===== src/rtl/dis_pkg.sv =====
package dis_pkg;

    // Power state codes; the numeric order is the depth order.
    typedef enum logic [2:0] {
        ST_ACT  = 3'd0,
        ST_PD   = 3'd1,
        ST_SR   = 3'd2,
        ST_LITE = 3'd3,
        ST_SRCG = 3'd4,
        ST_STBY = 3'd5,
        ST_EXIT = 3'd6
    } pstate_e;

    typedef enum logic [1:0] {
        MEM_DDR3 = 2'd0,
        MEM_LP3  = 2'd1,
        MEM_LP4  = 2'd2,
        MEM_RSV  = 2'd3
    } mem_kind_e;

    // Threshold levels: level i leads to state i+1.
    localparam int NLVL     = 5;
    localparam int LITE_LVL = 2;
    localparam int NUNIT    = 3;   // scaled levels: SR, LITE, SRCG

    typedef struct packed {
        logic req_pd;
        logic req_sr;
        logic req_lite;
        logic gate_mc;
        logic gate_phy;
        logic gate_dram;
    } pwr_ctl_t;

    function automatic int max3(int a, int b, int c);
        int m;
        m = (a > b) ? a : b;
        return (m > c) ? m : c;
    endfunction

    function automatic pwr_ctl_t decode_ctl(pstate_e s);
        pwr_ctl_t c;
        c           = '0;
        c.req_pd    = (s == ST_PD);
        c.req_sr    = (s == ST_SR) || (s == ST_LITE) || (s == ST_SRCG) || (s == ST_STBY);
        c.req_lite  = (s == ST_LITE);
        c.gate_mc   = (s == ST_SRCG) || (s == ST_STBY);
        c.gate_phy  = (s == ST_STBY);
        c.gate_dram = (s == ST_STBY);
        return c;
    endfunction

endpackage


===== src/rtl/dis_thr_bank.sv =====
module dis_thr_bank
    import dis_pkg::*;
#(
    parameter int PD_W       = 8,
    parameter int UNIT_W     = 8,
    parameter int STBY_W     = 16,
    parameter int UNIT_SHIFT = 10,
    parameter int CNT_W      = 19
) (
    input  logic                         clk,
    input  logic                         rst,
    input  logic                         sample,
    input  logic [PD_W-1:0]              cfg_pd,
    input  logic [NUNIT-1:0][UNIT_W-1:0] cfg_unit,
    input  logic [STBY_W-1:0]            cfg_sb,
    output logic [NLVL-1:0][CNT_W-1:0]   thr
);

    logic [PD_W-1:0]              pd_q;
    logic [NUNIT-1:0][UNIT_W-1:0] unit_q;
    logic [STBY_W-1:0]            sb_q;

    always_ff @(posedge clk) begin
        if (rst) begin
            pd_q   <= '0;
            unit_q <= '0;
            sb_q   <= '0;
        end else if (sample) begin
            pd_q   <= cfg_pd;
            unit_q <= cfg_unit;
            sb_q   <= cfg_sb;
        end
    end

    // Scaling is pure wiring: raw fields are stored, shifted on the way out.
    assign thr[0]      = CNT_W'(pd_q);
    assign thr[NLVL-1] = CNT_W'(sb_q);
    for (genvar j = 0; j < NUNIT; j++) begin : g_unit
        assign thr[j+1] = CNT_W'({unit_q[j], {UNIT_SHIFT{1'b0}}});
    end

    // copies do not move outside the active state
    p_hold_r11: assert property (@(posedge clk) disable iff (rst)
        !sample |=> $stable({pd_q, unit_q, sb_q}));

endmodule


===== src/rtl/dis_idle_ctr.sv =====
module dis_idle_ctr #(
    parameter int CNT_W = 19
) (
    input  logic             clk,
    input  logic             rst,
    input  logic             clear,
    output logic [CNT_W-1:0] cnt_n
);

    logic [CNT_W-1:0] cnt_q;

    always_comb begin
        if (clear)
            cnt_n = '0;
        else if (cnt_q == {CNT_W{1'b1}})
            cnt_n = cnt_q;
        else
            cnt_n = cnt_q + 1'b1;
    end

    always_ff @(posedge clk) begin
        if (rst) cnt_q <= '0;
        else     cnt_q <= cnt_n;
    end

    // activity restarts the idle count
    p_clear_r9: assert property (@(posedge clk) disable iff (rst)
        clear |=> (cnt_q == '0));

    // each idle cycle adds exactly one
    p_count_r2: assert property (@(posedge clk) disable iff (rst)
        (!clear && cnt_q != {CNT_W{1'b1}}) |=> (cnt_q == $past(cnt_q) + 1'b1));

endmodule


===== src/rtl/dis_lvl_sel.sv =====
module dis_lvl_sel
    import dis_pkg::*;
#(
    parameter int CNT_W = 19
) (
    input  logic [CNT_W-1:0]           cnt,
    input  logic [NLVL-1:0][CNT_W-1:0] thr,
    input  logic                       lite_ok,
    output pstate_e                    target
);

    logic [NLVL-1:0] hit;

    for (genvar i = 0; i < NLVL; i++) begin : g_hit
        if (i == LITE_LVL) begin : g_lite
            assign hit[i] = lite_ok && (thr[i] != '0) && (cnt >= thr[i]);
        end else begin : g_plain
            assign hit[i] = (thr[i] != '0) && (cnt >= thr[i]);
        end
    end

    // Deepest reached level wins.
    always_comb begin
        target = ST_ACT;
        for (int i = 0; i < NLVL; i++) begin
            if (hit[i]) target = pstate_e'(3'(i + 1));
        end
    end

endmodule


===== src/rtl/dis_fsm.sv =====
module dis_fsm
    import dis_pkg::*;
(
    input  logic    clk,
    input  logic    rst,
    input  logic    busy,
    input  logic    exit_ack,
    input  pstate_e target,
    output pstate_e state_q
);

    pstate_e state_d;

    always_comb begin
        state_d = state_q;
        if (state_q == ST_EXIT) begin
            if (exit_ack) state_d = ST_ACT;
        end else if (busy) begin
            state_d = (state_q == ST_ACT) ? ST_ACT : ST_EXIT;
        end else if (target > state_q) begin
            state_d = target;
        end
    end

    always_ff @(posedge clk) begin
        if (rst) state_q <= ST_ACT;
        else     state_q <= state_d;
    end

    // activity in a low-power state leads to exit
    p_wake_r9: assert property (@(posedge clk) disable iff (rst)
        (busy && state_q != ST_ACT && state_q != ST_EXIT) |=> (state_q == ST_EXIT));

    // exit waits for the acknowledge
    p_exit_hold_r10: assert property (@(posedge clk) disable iff (rst)
        (state_q == ST_EXIT && !exit_ack) |=> (state_q == ST_EXIT));

    p_exit_done_r10: assert property (@(posedge clk) disable iff (rst)
        (state_q == ST_EXIT && exit_ack) |=> (state_q == ST_ACT));

    // never shallower while idle continues
    p_no_back_r8: assert property (@(posedge clk) disable iff (rst)
        (!busy && state_q != ST_EXIT) |=> (state_q >= $past(state_q)));

endmodule


===== src/rtl/dram_idle_seq.sv =====
module dram_idle_seq
    import dis_pkg::*;
#(
    parameter int PD_W       = 8,
    parameter int UNIT_W     = 8,
    parameter int STBY_W     = 16,
    parameter int UNIT_SHIFT = 10
) (
    input  logic              clk,
    input  logic              rst,
    input  logic              bus_busy,
    input  logic              exit_ack,
    input  logic [1:0]        dram_kind,
    input  logic [PD_W-1:0]   cfg_pd_idle,
    input  logic [UNIT_W-1:0] cfg_sr_idle,
    input  logic [UNIT_W-1:0] cfg_lite_idle,
    input  logic [UNIT_W-1:0] cfg_cg_idle,
    input  logic [STBY_W-1:0] cfg_stby_idle,
    output logic              req_pd,
    output logic              req_sr,
    output logic              req_lite,
    output logic              gate_mc_clk,
    output logic              gate_phy_clk,
    output logic              gate_dram_clk,
    output logic              ready,
    output logic [2:0]        pstate
);

    localparam int CNT_W = max3(PD_W, UNIT_W + UNIT_SHIFT, STBY_W) + 1;

    pstate_e                    st_q;
    pstate_e                    target;
    pwr_ctl_t                   ctl;
    logic [CNT_W-1:0]           idle_cnt;
    logic [NLVL-1:0][CNT_W-1:0] thr;
    logic                       lite_ok;
    logic                       in_active;

    assign lite_ok   = (dram_kind == MEM_LP4);
    assign in_active = (st_q == ST_ACT);

    dis_thr_bank #(
        .PD_W(PD_W), .UNIT_W(UNIT_W), .STBY_W(STBY_W),
        .UNIT_SHIFT(UNIT_SHIFT), .CNT_W(CNT_W)
    ) u_thr (
        .clk      (clk),
        .rst      (rst),
        .sample   (in_active),
        .cfg_pd   (cfg_pd_idle),
        .cfg_unit ({cfg_cg_idle, cfg_lite_idle, cfg_sr_idle}),
        .cfg_sb   (cfg_stby_idle),
        .thr      (thr)
    );

    dis_idle_ctr #(.CNT_W(CNT_W)) u_ctr (
        .clk   (clk),
        .rst   (rst),
        .clear (bus_busy || (st_q == ST_EXIT)),
        .cnt_n (idle_cnt)
    );

    dis_lvl_sel #(.CNT_W(CNT_W)) u_sel (
        .cnt     (idle_cnt),
        .thr     (thr),
        .lite_ok (lite_ok),
        .target  (target)
    );

    dis_fsm u_fsm (
        .clk      (clk),
        .rst      (rst),
        .busy     (bus_busy),
        .exit_ack (exit_ack),
        .target   (target),
        .state_q  (st_q)
    );

    assign ctl           = decode_ctl(st_q);
    assign req_pd        = ctl.req_pd;
    assign req_sr        = ctl.req_sr;
    assign req_lite      = ctl.req_lite;
    assign gate_mc_clk   = ctl.gate_mc;
    assign gate_phy_clk  = ctl.gate_phy;
    assign gate_dram_clk = ctl.gate_dram;
    assign ready         = in_active;
    assign pstate        = st_q;

    // the lite state is entered only on LPDDR4
    p_lite_type_r5: assert property (@(posedge clk) disable iff (rst)
        (st_q == ST_LITE && $past(st_q) != ST_LITE) |-> $past(lite_ok));

    // DRAM clock gating only with every other gate and self-refresh
    p_standby_r6: assert property (@(posedge clk) disable iff (rst)
        gate_dram_clk |-> (gate_mc_clk && gate_phy_clk && req_sr));

    // not ready whenever any request is raised
    p_ready_r10: assert property (@(posedge clk) disable iff (rst)
        (req_pd || req_sr) |-> !ready);

endmodule


===== config.mk =====
export PLATFORM = sky130hd
export DESIGN_NAME = dram_idle_seq
export DESIGN_NICKNAME = d
export VERILOG_FILES = /design/src/rtl/dis_pkg.sv /design/src/rtl/dis_thr_bank.sv /design/src/rtl/dis_idle_ctr.sv /design/src/rtl/dis_lvl_sel.sv /design/src/rtl/dis_fsm.sv /design/src/rtl/dram_idle_seq.sv
export SDC_FILE = /design/constraint.sdc
export NUM_CORES = 1
export LEC_CHECK = 0
export BUFFER_PORTS_ARGS = -buffer_cell sky130_fd_sc_hd__buf_4
export CORE_UTILIZATION = 30
export CTS_BUF_LIST = sky130_fd_sc_hd__clkbuf_8
export DETAILED_ROUTE_END_ITERATION = 6
export PLACE_DENSITY = 0.45
export SLEW_MARGIN = 20
export SYNTH_ARGS = -nofsm -noshare
export SYNTH_HDL_FRONTEND = slang
export SYNTH_SLANG_ARGS = --single-unit

===== constraint.sdc =====
create_clock -name clk -period 5.4 [get_ports clk]
set_clock_uncertainty 0.05 [all_clocks]
set_input_delay 0.81 -clock clk [delete_from_list [all_inputs] [get_ports clk]]
set_output_delay 0.81 -clock clk [all_outputs]
set_load 0.02 [all_outputs]

Word level (Yosys, flattened, before mapping)
Index checks and enable logic that the tools add are counted.
{"block": "word_totals", "regBits": 70, "input_bits": 54, "out_inout_bits": 10, "elab_cells": 54}
{"block": "op_classes", "n_addsub": 1, "order_cmp": 6, "eq_ne": 9, "mux": 12, "n_reduce_logical": 19}
{"operator": "nonzero test 19 bit", "n": 5}
{"operator": ">= comparator 19 x 18 -> 1 bit", "n": 3}
{"operator": "two-way mux 19 bit", "n": 2}
{"operator": "two-way mux 3 bit", "n": 7}
{"operator": "adder 19 x 1 -> 19 bit (second input constant)", "n": 1}
{"operator": "equality test 19 bit (second input constant)", "n": 1}
{"operator": ">= comparator 19 x 16 -> 1 bit", "n": 1}
{"operator": ">= comparator 19 x 8 -> 1 bit", "n": 1}
{"operator": "equality test 3 bit (second input constant)", "n": 3}
{"operator": "equality test 3 x 2 -> 1 bit (second input constant)", "n": 2}
{"operator": "logical AND 1 bit", "n": 6}
{"operator": "logical OR 1 bit", "n": 5}
{"operator": "two-way mux 2 bit", "n": 2}
{"operator": "equality test 3 x 1 -> 1 bit (second input constant)", "n": 1}
{"operator": "> comparator 3 bit", "n": 1}
{"operator": "zero test 3 bit", "n": 1}
{"operator": "nonzero test 3 bit", "n": 1}
{"operator": "equality test 2 bit (second input constant)", "n": 1}
{"operator": "!= test 2 bit (second input constant)", "n": 1}
{"operator": "AND reduction 2 bit", "n": 1}
{"operator": "two-way mux 1 bit", "n": 1}

Depth between registers and ports, before layout
Gate-level depths: netlist of run 1.
{"block": "logic_depth", "ltp_word": 14, "mapped_depth": 26, "ltp_nobuf": 25}

By module
Synthesis of run 1 repeated with hierarchy kept, for this count alone.
{"block": "unflattened", "cells_unflattened": 772, "area_unflattened_um2": 6393.6}
{"mod": "dis_lvl_sel", "n_inst": 1, "cells_per_inst": 357, "area_per_inst_um2": 2645.0, "seq_area_each_um2": 0.0}
{"mod": "dis_thr_bank", "n_inst": 1, "cells_per_inst": 203, "area_per_inst_um2": 2085.8, "seq_area_each_um2": 960.9}
{"mod": "dis_idle_ctr", "n_inst": 1, "cells_per_inst": 173, "area_per_inst_um2": 1361.3, "seq_area_each_um2": 380.4}
{"mod": "dis_fsm", "n_inst": 1, "cells_per_inst": 28, "area_per_inst_um2": 234.0, "seq_area_each_um2": 60.1}
{"mod": "dram_idle_seq", "n_inst": 1, "cells_per_inst": 11, "area_per_inst_um2": 67.6, "seq_area_each_um2": 0.0}

Least setup slack after synthesis of run 1
OpenSTA, ideal clock, no wires.
{"block": "synth_timing", "path_type": "register to register", "start": "register u_ctr.cnt_q[0]", "end": "register u_fsm.state_q[1]", "setup_ns": 0.132, "arrival_ns": 4.740, "required_time_ns": 5.218, "slack_ns": 0.478, "path_stages_with_launch": 24, "n_path_buf": 1, "period_less_slack_ns": 4.922, "cell_sequence": "dfxtp_1 > ha_1 > nand2_1 > or4_4 > buf_6 > or4_4 > a21oi_2 > ha_1 > a21oi_1 > o21ai_0 > and2_1 > o41ai_4 > inv_2 > nor2_2 > inv_2 > nor2_1 > ha_1 > a21o_1 > a21oi_1 > a31oi_1 > o22ai_1 > nor3b_1 > a31oi_1 > o41ai_2"}
{"block": "synth_between", "elab_chain_len": 13, "word_cells_on_any_way": 25, "cone_classes": "1 x add/sub; 6 x order compare; 1 x eq/ne; 10 x mux; 7 x reduce/logical"}
{"item": "start: declaration", "line_no": "dis_idle_ctr.sv:10", "text": "logic [CNT_W-1:0] cnt_q;"}
{"item": "start signal: assignment", "line_no": "dis_idle_ctr.sv:23", "text": "else cnt_q <= cnt_n;"}
{"item": "adder 19 x 1 -> 19 bit or equality test 19 bit (tied branches)", "line_no": "dis_idle_ctr.sv:18, dis_idle_ctr.sv:15"}
{"item": "two-way mux 19 bit *", "line_no": "dis_idle_ctr.sv:15", "text": "else if (cnt_q == {CNT_W{1'b1}})"}
{"item": "two-way mux 19 bit *", "line_no": "dis_idle_ctr.sv:13", "text": "if (clear)"}
{"item": "net idle_cnt[14]", "line_no": "dram_idle_seq.sv:34", "text": "logic [CNT_W-1:0] idle_cnt;"}
{"item": ">= comparator 19 x 8 -> 1 bit", "line_no": "dis_lvl_sel.sv:18", "text": "assign hit[i] = (thr[i] != '0) && (cnt >= thr[i]);"}
{"item": "logical AND 1 bit", "line_no": "dis_lvl_sel.sv:18"}
{"item": "two-way mux 1 bit", "line_no": "dis_lvl_sel.sv:26", "text": "if (hit[i]) target = pstate_e'(3'(i + 1));"}
{"item": "two-way mux 2 bit (2 in a row)", "line_no": "dis_lvl_sel.sv:26"}
{"item": "two-way mux 3 bit", "line_no": "dis_lvl_sel.sv:26"}
{"item": "two-way mux 3 bit *", "line_no": "dis_lvl_sel.sv:26"}
{"item": "> comparator 3 bit", "line_no": "dis_fsm.sv:20", "text": "end else if (target > state_q) begin"}
{"item": "nonzero test 3 bit (no source line)"}
{"item": "AND reduction 2 bit (no source line)"}
{"item": "end signal: assignment", "line_no": "dis_fsm.sv:27", "text": "else state_q <= state_d;"}
{"item": "end: declaration", "line_no": "dis_fsm.sv:9", "text": "output pstate_e state_q"}
The timed path passes the listed nets; every way through them passes the cells marked *. The select of a mux whose other input is x is not followed.
A chain may end at the register's enable or synchronous reset.

Final worst setup path of run 1
{"block": "layout_timing", "start": "register u_ctr.cnt_q[14]", "end": "register u_fsm.state_q[1]"}
{"block": "layout_between", "elab_chain_len": 13, "word_cells_on_any_way": 25, "cone_classes": "1 x add/sub; 6 x order compare; 1 x eq/ne; 10 x mux; 7 x reduce/logical"}
{"item": "equality test 19 bit *", "line_no": "dis_idle_ctr.sv:15"}
{"item": "two-way mux 19 bit *", "line_no": "dis_idle_ctr.sv:15"}
{"item": "two-way mux 19 bit *", "line_no": "dis_idle_ctr.sv:13"}
{"item": "net idle_cnt[7]", "line_no": "dram_idle_seq.sv:34"}
{"item": ">= comparator 19 x 8 -> 1 bit", "line_no": "dis_lvl_sel.sv:18"}
{"item": "logical AND 1 bit", "line_no": "dis_lvl_sel.sv:18"}
{"item": "two-way mux 1 bit", "line_no": "dis_lvl_sel.sv:26"}
{"item": "two-way mux 2 bit (2 in a row)", "line_no": "dis_lvl_sel.sv:26"}
{"item": "two-way mux 3 bit", "line_no": "dis_lvl_sel.sv:26"}
{"item": "two-way mux 3 bit *", "line_no": "dis_lvl_sel.sv:26"}
{"item": "> comparator 3 bit", "line_no": "dis_fsm.sv:20"}
{"item": "nonzero test 3 bit (no source line)"}
{"item": "AND reduction 2 bit (no source line)"}
Marked as above.

==> run_results.csv, run 1 <==
group,metric,value,unit
status,status,"finished clean",
synthesis,async_flop_share,0,
floorplanning,core_region_area,15200,um^2
clock_tree,cts.path.max_buffers,2,
synthesis,synth.avg_cell_area,7.58,um^2
global_route,grt_pass1_wl,21.9,mm
global_route,track_usage,0.172,
detailed_routing,firstDrtPassIters,4,
synthesis,synth_top_family_by_area,"simple AND/OR/NAND/NOR gates",
final_layout,drive_gt1_frac,0.209,
synthesis,synth_edf_count,0,
timing,fin_crit,5190,ps
synthesis,synthTopCellsByCount,"nand2_1, dfxtp_1, a21oi_1",
timing,setup-violations-final,0,
power,p_seq_frac,0.329,
setup_path,cp-end-kind,"register",
floorplanning,die_height,127,um
setup_path,cp_slowest_cell,"dfxtp_1",
clock_tree,cts_root_buf,"clkbuf_8",
synthesis,synth_mux_area_frac,0.00641,
final_layout,diodes,0,
timing,finalCritPeriodShare,0.960,
synthesis,syn-cell-area,4690,um^2
detailed_routing,drtIter0Drc,178,
placement,dp_cells,856,
synthesis,yosys_most_used_dff,"dfxtp_1",
floorplanning,pin_count,64,
setup_path,cp_slowest_stage_delay,490,ps
power,leakage,2.49,nW
setup_path,ff2ff_setup_slack,210,ps
power,combPwrFrac,0.487,
floorplanning,die_x,127,um
detailed_routing,drc,0,
floorplanning,initial_utilization,0.308,
detailed_routing,wl_per_cell,15.1,um
clock_tree,cts.sinks,70,
clock_tree,h-tree-depth,3,
synthesis,synth_nets,724,
clock_tree,numCtsBuffers,9,
detailed_routing,ant_nets,0,
power,pwr-share-clk,0.184,
setup_path,critPathKind,"reg -> reg",
clock_tree,clkSlewWorstSetupHoldPaths,80,ps
synthesis,synthXorXnorAreaFrac,0.0206,
placement,dp_hpwl,10.1,mm
placement,gp_congestion,0.844,
timing,final_hold_viol_count,0,
timing,slew_violations,0,
timing,worst_slew_pin_slew,794,ps
timing,tns,0,ps
global_route,antenna_found_initial,0,
job,maxCapViolations,0,
detailed_routing,via_per_inst,5.13,
final_layout,layout.nets,793,
synthesis,synthMostInstantiatedCell,"nand2_1",
setup_path,arrival,5350,ps
global_route,grt_pass1_vias,4277,
global_route,grt_overflow,0,
clock_tree,clk_latency,350,ps
timing,slew_headroom,0.466,
synthesis,synth_compound_area_frac,0.187,
power,power.internal,1.23,mW
detailed_routing,routed_wl,13.3,mm
synthesis,synth-seq-cells,70,
synthesis,synthesis.instances,618,
global_route,grt_max_degree,69,
setup_path,crit_chain,"nand4_4, nor2_2, nand2_1, nand3_1, xnor2_1, nor2_1, ha_1, and3_1, a221o_1, a211oi_2, nor3_2, o41ai_4, inv_2, nor2_4, inv_2, nor2_2, ha_1, a21o_1, a21oi_1, a31oi_2, o22ai_2, nor3b_1, a31oi_1, o41ai_2",
synthesis,synth.distinct_cells,68,
floorplanning,die_area,16100,um^2
power,total_power,2.14,mW
setup_path,crit_path_start_kind,"register",
clock_tree,cts_tree,"yes",
final_layout,fin_cells,878,
synthesis,yosys.area.top_type,"dfxtp_1",
final_layout,fill_cells,1651,
worst_hold_path,worstHoldPathType,"reg -> reg",
floorplanning,rows,45,
detailed_routing,vias,4500,
power,p_sw_frac,0.424,
timing,fmax,0.193,GHz
synthesis,synth_top_area_frac,0.299,
setup_path,cp_data_required_time,5560,ps
synthesis,synth_simple_gate_area_share,0.271,
setup_path,crit_fanout,10,
synthesis,yosysWarningCount,0,
synthesis,synthAdderAreaFrac,0.139,
power,p_sw,0.909,mW
power,peakVddDrop,0.182,mV
synthesis,yosysSeqAreaShare,0.299,
placement,io_buffers,63,
synthesis,synth_area_leaders,"dfxtp_1, ha_1, nand2_1",
clock_tree,holdBufCountCts,0,
final_layout,syn_to_final_growth,21.7,%
power,power_density,376,nW/um^2
-- per-stage QoR --
stage,setup WS [ps],area [um^2],hold slack [ps],util
6_report,214,5700,420,0.375
5_1_grt,-30.7,5700,449,0.375
4_1_cts,105,5550,422,0.365
3_5_place_dp,149,5380,413,0.354
3_3_place_gp,297,5380,415,0.354
2_1_floorplan,478,4690,399,-
-- critical path: cells and delay by family, from the launching register on --
| family | cells | cell delay, ps |
|---|---|---|
| and+or+nand+nor | 10 | 1490 |
| AOI/OAI and AO/OA | 9 | 2040 |
| DFF | 1 | 490 |
| xor gates and xnor gates | 1 | 180 |
| adders and majority gates | 2 | 600 |
| buffers and inverters | 2 | 170 |
-- layout make-up --
type | count | area [um^2] | share of cell area
Clock inverter | 2 | 8.76 | 0.00154
Clock buffer | 12 | 165 | 0.0290
Inverter | 56 | 210 | 0.0369
Sequential cell | 70 | 1410 | 0.247
Timing Repair Buffer | 88 | 661 | 0.116
Tap cell | 188 | 235 | 0.0412
Multi-Input combinational cell | 462 | 3010 | 0.528
-- power by group through the flow --
stage               clock [mW]  combinational (mW)  sequential (mW)
floorplan                    0               0.716            0.684
global placement             0               0.949            0.713
detailed placement           0               0.968            0.717
CTS                      0.414               0.972            0.705
global route             0.434                1.19            0.721
finish                   0.393                1.04            0.705
-- timing repair --
action	in CTS	in global routing
buffers inserted	0	8
gates resized for setup	0	26
endpoints found under the setup margin	0	3
-- registers in the layout (all words and copies together), names as in the netlist --
signal,flops
u_fsm.state_q,3
u_thr.pd_q,8
u_ctr.cnt_q,19
u_thr.thr,24
u_thr.sb_q,16
-- path summary, 6_finish.rpt --
path                                     from                             to  cells past startpoint
setup reg to reg   u_ctr.cnt_q[14]$_SDFF_PP0_  u_fsm.state_q[1]$_SDFFE_PP0P_                     24
hold / removal    u_thr.sb_q[14]$_SDFFE_PP0P_    u_thr.sb_q[14]$_SDFFE_PP0P_                      2
hold reg to reg   u_thr.sb_q[14]$_SDFFE_PP0P_    u_thr.sb_q[14]$_SDFFE_PP0P_                      2
setup / recovery   u_ctr.cnt_q[14]$_SDFF_PP0_  u_fsm.state_q[1]$_SDFFE_PP0P_                     24
-- metal layers --
metal  share of wire  routed length, um  vias up  global-route usage
met5               0                  0        -                   0
met4           0.015                202        0              0.0791
met3           0.042                557       14              0.0289
met2            0.44               5900       97               0.263
met1            0.50               6640     2095               0.237
li1                -                  -     2294                   -
-- layout by cell type (no fill, tap or decap), types with 4 or more instances in the layout --
cell type  count
xnor2_1        5
nand4_1       11
clkbuf_8      12
xor2_1         5
or3_1          5
nand3_1       10
nor2b_1        6
o21ai_0       14
and2_1         9
dfxtp_1       63
ha_1          52
nor2_1        33
and3_1         4
nor4_1        15
buf_4         88
nor3_1        23
a21oi_1       63
a31oi_1        6
dfxtp_2        7
inv_1         54
a21o_1         7
o21a_1         6
nand2_1      118
-- logic make-up after synthesis --
| family | after synthesis |
|---|---|
| AOI/OAI and AO/OA | 135 |
| xor gates and xnor gates | 11 |
| DFF | 70 |
| muxes | 3 |
| adders and majority gates | 52 |
| buffers and inverters | 86 |
| and+or+nand+nor | 261 |
Note: power is estimated with default switching activity, not from simulation.
==> run 2: changes to the inputs <==
--- a/config.mk
+++ b/config.mk
@@ -6,6 +6,7 @@
 export NUM_CORES = 1
 export LEC_CHECK = 0
 export BUFFER_PORTS_ARGS = -buffer_cell sky130_fd_sc_hd__buf_4
+export CORE_ASPECT_RATIO = 0.7
 export CORE_UTILIZATION = 30
 export CTS_BUF_LIST = sky130_fd_sc_hd__clkbuf_8
 export DETAILED_ROUTE_END_ITERATION = 6
==> run 2 against run 1 <==
Sequential cell count unchanged. Count of clock-buffer cells in the layout decreased by 3. Via count increased by 0.36%. Hold slack improved by 4.8 ps. Non-clock buffer count increased by 2. Worst setup slack improved by 27 ps. Clock power increased by 12%. Global-route usage increased by 1.3 points. Critical path depth unchanged. Total power increased by 2.3%. Highest routed layer unchanged.
==> run_results.csv, run 2 (synthesis gave the netlist of run 1 again) <==
group,metric,value,unit
timing,slew_headroom,0.498,
timing,worst_slew_pin_slew,746,ps
final_layout,multi_input_area,2970,um^2
setup_path,crit_path_start_kind,"register",
timing,final_hold_viol_count,0,
floorplanning,initial_utilization,0.313,
timing,slew_violations,0,
clock_tree,clkSlewWorstSetupHoldPaths,80,ps
status,status,"finished clean",
detailed_routing,ant_nets,0,
clock_tree,cts.sinks,70,
power,peakVddDrop,0.415,mV
floorplanning,pin_count,64,
timing,finalCritPeriodShare,0.955,
final_layout,final_common_cell,"nand2_1",
floorplanning,die_area,16100,um^2
floorplanning,rows,37,
clock_tree,clk_latency,370,ps
worst_hold_path,hp-start,"u_thr.sb_q[14]$_SDFFE_PP0P_",
placement,io_buffers,63,
final_layout,largest_reg_flops,24,
global_route,grt_pass1_vias,4397,
final_layout,layout.nets,795,
setup_path,cp_data_required_time,5580,ps
final_layout,fill_cells,1636,
worst_hold_path,worstHoldPathType,"reg -> reg",
power,leakage,2.49,nW
power,p_sw,0.948,mW
final_layout,syn_to_final_growth,21.7,%
setup_path,timing.rr.end,"u_fsm.state_q[1]$_SDFFE_PP0P_",
detailed_routing,firstDrtPassIters,4,
power,power_density,384,nW/um^2
global_route,antenna_found_initial,0,
setup_path,cp-end-kind,"register",
power,combPwrFrac,0.480,
final_layout,fin_util,0.381,
clock_tree,cts_tree,"yes",
final_layout,final_cell_mix,"nand2_1, buf_4, dfxtp_1, a21oi_1, inv_1",
power,p_sw_frac,0.433,
setup_path,ff2ff_setup_slack,240,ps
clock_tree,h-tree-depth,3,
timing,fmax,0.194,GHz
final_layout,ff_latch_area,1410,um^2
setup_path,timing.rr.start,"u_ctr.cnt_q[16]$_SDFF_PP0_",
setup_path,arrival,5330,ps
placement,pre_cts_slack,103,ps
floorplanning,die_height,107,um
final_layout,diodes,0,
detailed_routing,vias,4516,
power,p_seq_frac,0.319,
detailed_routing,wl_per_cell,15.6,um
setup_path,crit_fanout,7,
power,power.internal,1.24,mW
global_route,grt_pass1_wl,23.0,mm
final_layout,drive_gt1_frac,0.197,
floorplanning,die_x,151,um
worst_hold_path,holdPathEnd,"u_thr.sb_q[14]$_SDFFE_PP0P_",
clock_tree,numCtsBuffers,9,
detailed_routing,routed_wl,13.9,mm
setup_path,r2r_cells,24,
placement,gp_congestion,0.820,
clock_tree,holdBufCountCts,0,
global_route,grt_overflow,0,
timing,timing.final.ws_setup,241,ps
floorplanning,core_region_area,15000,um^2
detailed_routing,via_per_inst,5.08,
detailed_routing,drc,0,
placement,dp_hpwl,10.7,mm
timing,setup-violations-final,0,
worst_hold_path,min_path_cells,2,
timing,fin_crit,5160,ps
setup_path,critPathKind,"reg -> reg",
clock_tree,cts.path.max_buffers,2,
clock_tree,cts_root_buf,"clkbuf_8",
global_route,track_usage,0.186,
global_route,grt_max_degree,69,
power,pwr-share-clk,0.201,
job,maxCapViolations,0,
detailed_routing,drtIter0Drc,285,
==> run 2: per-stage QoR <==
stage	instances	hold slack, ps	cell area (um^2)	setup TNS [ps]	power [mW]
after detailed placement	867	416	5420	0	1.71
after floorplan	618	399	4690	0	1.40
after global placement	867	412	5420	0	1.68
after global routing	889	452	5700	-144	2.38
final	889	424	5700	0	2.19
after CTS	883	428	5620	0	2.16
==> run 2: how the worst max path moves through the flow <==
| stage | start | to | slack, ps | cells after the start |
|---|---|---|---|---|
| after floorplan | u_ctr.cnt_q[0]$_SDFF_PP0_ | u_fsm.state_q[1]$_SDFFE_PP0P_ | 480 | 23 |
| after global placement | u_ctr.cnt_q[0]$_SDFF_PP0_ | u_fsm.state_q[0]$_SDFFE_PP0P_ | 280 | 23 |
| after detailed placement | u_ctr.cnt_q[0]$_SDFF_PP0_ | u_fsm.state_q[0]$_SDFFE_PP0P_ | 100 | 23 |
| after CTS | u_ctr.cnt_q[0]$_SDFF_PP0_ | u_fsm.state_q[0]$_SDFFE_PP0P_ | 60 | 23 |
| after global routing | u_ctr.cnt_q[16]$_SDFF_PP0_ | u_fsm.state_q[2]$_SDFFE_PP0P_ | -60 | 23 |
| final | u_ctr.cnt_q[16]$_SDFF_PP0_ | u_fsm.state_q[1]$_SDFFE_PP0P_ | 240 | 24 |
==> run 2: area by class of cell <==
type / count / share of cell area
clock buffer: 9 / 0.0217
clock inverter: 7 / 0.0132
inverter: 56 / 0.0369
multi-input combinational: 462 / 0.520
sequential: 70 / 0.247
tap: 195 / 0.0428
timing repair buffer: 90 / 0.118
==> run 2: repair_timing <==
| item | 4_1_cts | 5_1_grt |
|---|---|---|
| setup buffers | 0 | 6 |
| hold endpoints to repair | 0 | 0 |
| resized for setup | 0 | 12 |
| setup endpoints to repair | 0 | 3 |
==> run 2: per-layer routing <==
layer	track usage	wire [um]	vias up
li1	-	-	2301
met1	0.279	7630	2116
met5	0	0	-
met4	0.0479	151	0
met3	0.0408	725	17
met2	0.260	5370	82
==> run 2: worst max-delay path, stage by stage (launching register included) <==
cell,delay (ps)
dfxtp_1,450
nand3_1,290
nor4_4,450
nand4b_1,250
or2_2,150
xor2_1,220
nor2_1,70
buf_4,170
ha_1,310
nand3_1,120
nor4_1,60
a21o_1,200
o41ai_4,470
inv_2,80
nor2_2,160
inv_2,70
nor2_1,120
ha_1,270
a21o_1,160
a21oi_1,190
a31oi_2,100
o22ai_2,200
nor3b_1,80
a31oi_1,220
o41ai_2,100
==> run 2: power by group through the flow <==
stage	logic (mW)	registers, mW	clock network (mW)
2_1_floorplan	0.716	0.684	0
3_3_place_gp	0.969	0.708	0
3_5_place_dp	1.00	0.711	0
4_1_cts	1.00	0.699	0.457
5_1_grt	1.18	0.715	0.478
6_report	1.05	0.699	0.441
